===== src/rtl/pm_seq_pkg.sv =====
package pm_seq_pkg;
   typedef enum logic [2:0] {
      PM_OFF   = 3'd0,
      PM_START = 3'd1,
      PM_WARM  = 3'd2,
      PM_IDLE  = 3'd3,
      PM_LIVE  = 3'd4,
      PM_DRAIN = 3'd5
   } pm_mode_e;

   typedef struct packed {
      logic power;
      logic init_done;
      logic temp_ok;
      logic go_online;
      logic go_offline;
      logic overload;
      logic fault;
      logic stop_req;
   } pm_evt_s;

   typedef struct packed {
      logic load_en;
      logic psu_en;
      logic valve_open;
      logic fan_force;
   } pm_drive_s;
endpackage


===== src/rtl/pm_next_mode.sv =====
module pm_next_mode
   import pm_seq_pkg::*;
(
   input  pm_mode_e cur,
   input  pm_evt_s  evt,
   input  logic     drain_done,
   output pm_mode_e nxt
);
   logic abort;
   assign abort = evt.fault | evt.stop_req;

   always_comb begin
      nxt = cur;
      unique case (cur)
         PM_OFF:   if (evt.power) nxt = PM_START;
         PM_START: if (abort) nxt = PM_DRAIN;
                   else if (evt.init_done) nxt = PM_WARM;
         PM_WARM:  if (abort) nxt = PM_DRAIN;
                   else if (evt.temp_ok) nxt = PM_IDLE;
         PM_IDLE:  if (abort) nxt = PM_DRAIN;
                   else if (evt.go_online) nxt = PM_LIVE;
         PM_LIVE:  if (abort) nxt = PM_DRAIN;
                   else if (evt.go_offline | evt.overload) nxt = PM_IDLE;
         PM_DRAIN: if (drain_done) nxt = PM_OFF;
         default:  nxt = PM_OFF;
      endcase
   end
endmodule


===== src/rtl/pm_drain_timer.sv =====
module pm_drain_timer
   import pm_seq_pkg::*;
#(
   parameter int DRAIN_CYCLES = 16
)(
   input  logic     clk,
   input  logic     rst_n,
   input  pm_mode_e cur,
   input  pm_mode_e nxt,
   output logic     done
);
   localparam int CW = (DRAIN_CYCLES > 1) ? $clog2(DRAIN_CYCLES) : 1;
   localparam logic [CW-1:0] LOAD_VAL = CW'(DRAIN_CYCLES - 1);

   logic [CW-1:0] left_q;
   logic          entering;

   assign entering = (nxt == PM_DRAIN) && (cur != PM_DRAIN);

   always_ff @(posedge clk) begin
      if (!rst_n)
         left_q <= '0;
      else if (entering)
         left_q <= LOAD_VAL;
      else if ((cur == PM_DRAIN) && (left_q != '0))
         left_q <= left_q - 1'b1;
   end

   assign done = (cur == PM_DRAIN) && (left_q == '0);
endmodule


===== src/rtl/pm_drive_decode.sv =====
module pm_drive_decode
   import pm_seq_pkg::*;
(
   input  pm_mode_e  cur,
   output pm_drive_s drv
);
   always_comb begin
      drv = '0;
      unique case (cur)
         PM_OFF:   drv = '0;
         PM_START: drv.psu_en = 1'b1;
         PM_WARM,
         PM_IDLE:  begin drv.psu_en = 1'b1; drv.valve_open = 1'b1; end
         PM_LIVE:  begin drv.psu_en = 1'b1; drv.valve_open = 1'b1; drv.load_en = 1'b1; end
         PM_DRAIN: begin drv.psu_en = 1'b1; drv.fan_force = 1'b1; end
         default:  drv = '0;
      endcase
   end
endmodule


===== src/rtl/plant_mode_seq.sv =====
module plant_mode_seq
   import pm_seq_pkg::*;
#(
   parameter int DRAIN_CYCLES = 16
)(
   input  logic       clk,
   input  logic       rst_n,
   input  logic       power,
   input  logic       init_done,
   input  logic       temp_ok,
   input  logic       go_online,
   input  logic       go_offline,
   input  logic       overload,
   input  logic       fault,
   input  logic       stop_req,
   output logic [2:0] mode_o,
   output logic       load_en,
   output logic       psu_en,
   output logic       valve_open,
   output logic       fan_force
);
   if (DRAIN_CYCLES < 1) begin : g_bad_drain
      $error("plant_mode_seq: DRAIN_CYCLES must be at least 1");
   end

   pm_mode_e  mode_q, mode_d;
   pm_evt_s   evt;
   pm_drive_s drv;
   logic      drain_done;

   assign evt = '{power: power, init_done: init_done, temp_ok: temp_ok,
                  go_online: go_online, go_offline: go_offline,
                  overload: overload, fault: fault, stop_req: stop_req};

   pm_next_mode u_next (
      .cur        (mode_q),
      .evt        (evt),
      .drain_done (drain_done),
      .nxt        (mode_d)
   );

   pm_drain_timer #(.DRAIN_CYCLES(DRAIN_CYCLES)) u_timer (
      .clk   (clk),
      .rst_n (rst_n),
      .cur   (mode_q),
      .nxt   (mode_d),
      .done  (drain_done)
   );

   always_ff @(posedge clk) begin
      if (!rst_n) mode_q <= PM_OFF;
      else        mode_q <= mode_d;
   end

   pm_drive_decode u_drive (
      .cur (mode_q),
      .drv (drv)
   );

   assign mode_o     = mode_q;
   assign load_en    = drv.load_en;
   assign psu_en     = drv.psu_en;
   assign valve_open = drv.valve_open;
   assign fan_force  = drv.fan_force;
endmodule


===== config.mk =====
export PLATFORM = sky130hd
export DESIGN_NAME = plant_mode_seq
export DESIGN_NICKNAME = d
export VERILOG_FILES = /design/src/rtl/pm_seq_pkg.sv /design/src/rtl/pm_next_mode.sv /design/src/rtl/pm_drain_timer.sv /design/src/rtl/pm_drive_decode.sv /design/src/rtl/plant_mode_seq.sv
export SDC_FILE = /design/constraint.sdc
export NUM_CORES = 1
export LEC_CHECK = 0
export CAP_MARGIN = 40
export CORE_AREA = 10 10 47 49
export DETAILED_ROUTE_END_ITERATION = 8
export DIE_AREA = 0 0 57 59
export PLACE_DENSITY_LB_ADDON = 0.1
export SLEW_MARGIN = 0
export SYNTH_ARGS = -nofsm -noshare
export SYNTH_HDL_FRONTEND = slang
export SYNTH_HIERARCHICAL = 1
export SYNTH_SLANG_ARGS = --single-unit

===== constraint.sdc =====
create_clock -name clk -period 3.9 [get_ports clk]
set_input_delay 0.78 -clock clk [delete_from_list [all_inputs] [get_ports clk]]
set_output_delay 0.78 -clock clk [all_outputs]
set_load 0.01 [all_outputs]

==> flow_summary.ini <==
[outcome]
status = finished, final reports clean

[global_route]
grt_use_total_pct = 7.90
grt_overflow = 0
first_global_vias = 526
grt_max_degree = 19
grt_pass1_wl_um = 2260
antenna_found_initial = 0

[clock_network]
post_cts_buffers = 0
clk_latency_ns = 0.24
htreeDepth = 1
clkSinkCount = 7
hold_buffers = 0
cts_tree = done
cts.path.max_buffers = 2
cts_root_buf = clkbuf_4
cts_inserted_buffers = 3
path_clk_slew_ns = 0.05
cts_resized = 0

[sta]
fmax_mhz = 383
finalClockSkew_ns = 0.00177
worst_slew_pin_slew_ns = 0.542
min_period_ns = 2.61
maxSlewHeadroom_pct = 63.8
min_period_over_period_pct = 67.0
setup-violations-final = 0
worst_slack_ns = 1.29
tns_ns = 0
finalHoldViolations = 0
drv_slew = 0
rsz0062_at_grt = no
hold_slack_ns = 0.496

[final_layout]
diodes = 0
drive_above_1_share_pct = 8.33
final_cell_mix = 16 x clkdlybuf4s50_1, 7 x dfxtp_1, 5 x and2_1, 5 x inv_1, 5 x o31a_1
final_common_cell = clkdlybuf4s50_1
area_growth_pct = 35.0
nets = 97
final_util_pct = 54.1
fin_area_um2 = 758
multi_input_area_um2 = 393
fillers = 143
seq_area_um2 = 140

[yosys]
synth_top_area_share_pct = 24.9
seq_area_frac_synth_pct = 24.9
async_reset_ff_share_pct = 0
ys_ff_latch = 7
synth_area_leaders = dfxtp_1 25%, o31a_1 7.8%, and2_1 5.6%
syn-cell-area_um2 = 562
synthCells = 66
postSynthAreaPerCell_um2 = 8.51
synth-edff-count = 0
synth_cell_types = 34
synth_area_leader_cell = dfxtp_1
yosysWarnings = 6
synth_flop_cell = dfxtp_1
synth_nets = 78

[setup_path]
timing.rr.end = u_timer/left_q[1]
r2r_start = u_timer/left_q[0]
required_ns = 3.12
critPathLaunchType = flip-flop
ff2ff_path_depth = 9
cp_data_arrival_time_ns = 1.83
end_kind = output pin
r2r_slack_ns = 1.57
crit_type = flip-flop to output pin
cp_max_fo = 17

[worst_hold_path]
hp-class = flip-flop to flip-flop
hold_path_end = u_timer/left_q[0]
worstHoldPathCells = 1
worstHoldStart = u_timer/left_q[0]

[die]
coreArea_um2 = 1400
dieArea_um2 = 3360
start_util_pct = 40.1
boundaryPins = 17
die_height_um = 59
rows = 14
die_w_um = 57

[place]
place.gp.congestion = 0.779
dp_hpwl_um = 1020
pre_cts_ws_ns = 1.30
place_area_um2 = 732
io_buffers = 16

[route]
finalWirelength_um = 1250
drt-initial-drc-count = 5
drt_pass1_iterations = 4
ant_nets = 0
drc = 0
vias_per_cell = 5.62
avgRoutedWirePerCell_um = 12.5
vias = 562

[power_and_ir_drop]
irDropWorstVdd_v = 0.000216
leakage_uw = 0.000280
power_density_nw_per_um2 = 396

[job]
max_cap_viol_count = 0
## logic make-up (layout without fill, tap and decap cells)
group	Yosys count	after routing	synth area share (%)
AO/OA/AOI/OAI	22	22	29.4
AND/OR/NAND/NOR	28	28	36.1
adder cells (fa/ha/maj)	2	2	4.45
buffers and inverters	7	25	5.12
flip-flops	7	7	24.9
## where the power goes
group / total, µW / switching [µW] / internal, µW / leakage, µW
logic: 130 / 55.9 / 73.9 / 0.000207
registers: 110 / 23.7 / 86.0 / 0.0000577
clock network: 61.0 / 22.3 / 38.7 / 0.0000150
total: 300 / 102 / 199 / 0.000280
## flip-flops by register name, indices dropped and copies added, names as in the netlist
| signal | count |
|---|---|
| mode_o | 3 |
| u_timer/left_q | 4 |
## through the flow
stage,cells,power [µW]
4_1_cts,100,306
6_report,100,300
3_3_place_gp,96,241
3_5_place_dp,96,242
5_1_grt,100,331
2_1_floorplan,66,194
## how the worst max path moves through the flow
stage | start | endpoint | depth (start not counted)
finish | mode_o[2] | valve_open | 3
CTS | mode_o[2] | valve_open | 3
floorplan | u_timer/left_q[0] | u_timer/left_q[1] | 9
detailed placement | stop_req | u_timer/left_q[1] | 6
global placement | stop_req | u_timer/left_q[1] | 6
global route | mode_o[2] | fan_force | 3
## worst max-delay path, cell delays in order, from the launching register on
cell             delay [ns]
dfxtp_1                0.66
nor3b_2                0.30
a21o_1                 0.11
clkdlybuf4s50_1        0.53
## per-layer routing
layer,GRT usage [%],part of all wire (%),vias to the layer above
met3,3.65,7.9,2
met1,9.75,47,249
met4,2.01,0.88,0
li1,-,-,289
met2,12.1,44,22
met5,0,0,-
## cell usage after synthesis (all sizes together) (2+ instances only)
| master | count |
|---|---|
| nor3 | 3 |
| dfxtp | 7 |
| nand2b | 2 |
| nor2b | 2 |
| o21ai | 4 |
| nor2 | 3 |
| ha | 2 |
| a21oi | 3 |
| and2 | 5 |
| o211ai | 3 |
| o31a | 6 |
| inv | 5 |
| nor3b | 3 |
| nor4 | 2 |
| nand3b | 2 |
## final cells by class
| class | instances | share of cell area (%) |
|---|---|---|
| multi-input combinational | 52 | 51.8 |
| timing repair buffer | 16 | 21.1 |
| sequential | 7 | 18.5 |
| clock buffer | 4 | 3.47 |
| tap | 16 | 2.64 |
| inverter | 5 | 2.48 |
No activity file was read; power rests on OpenSTA's default activity.
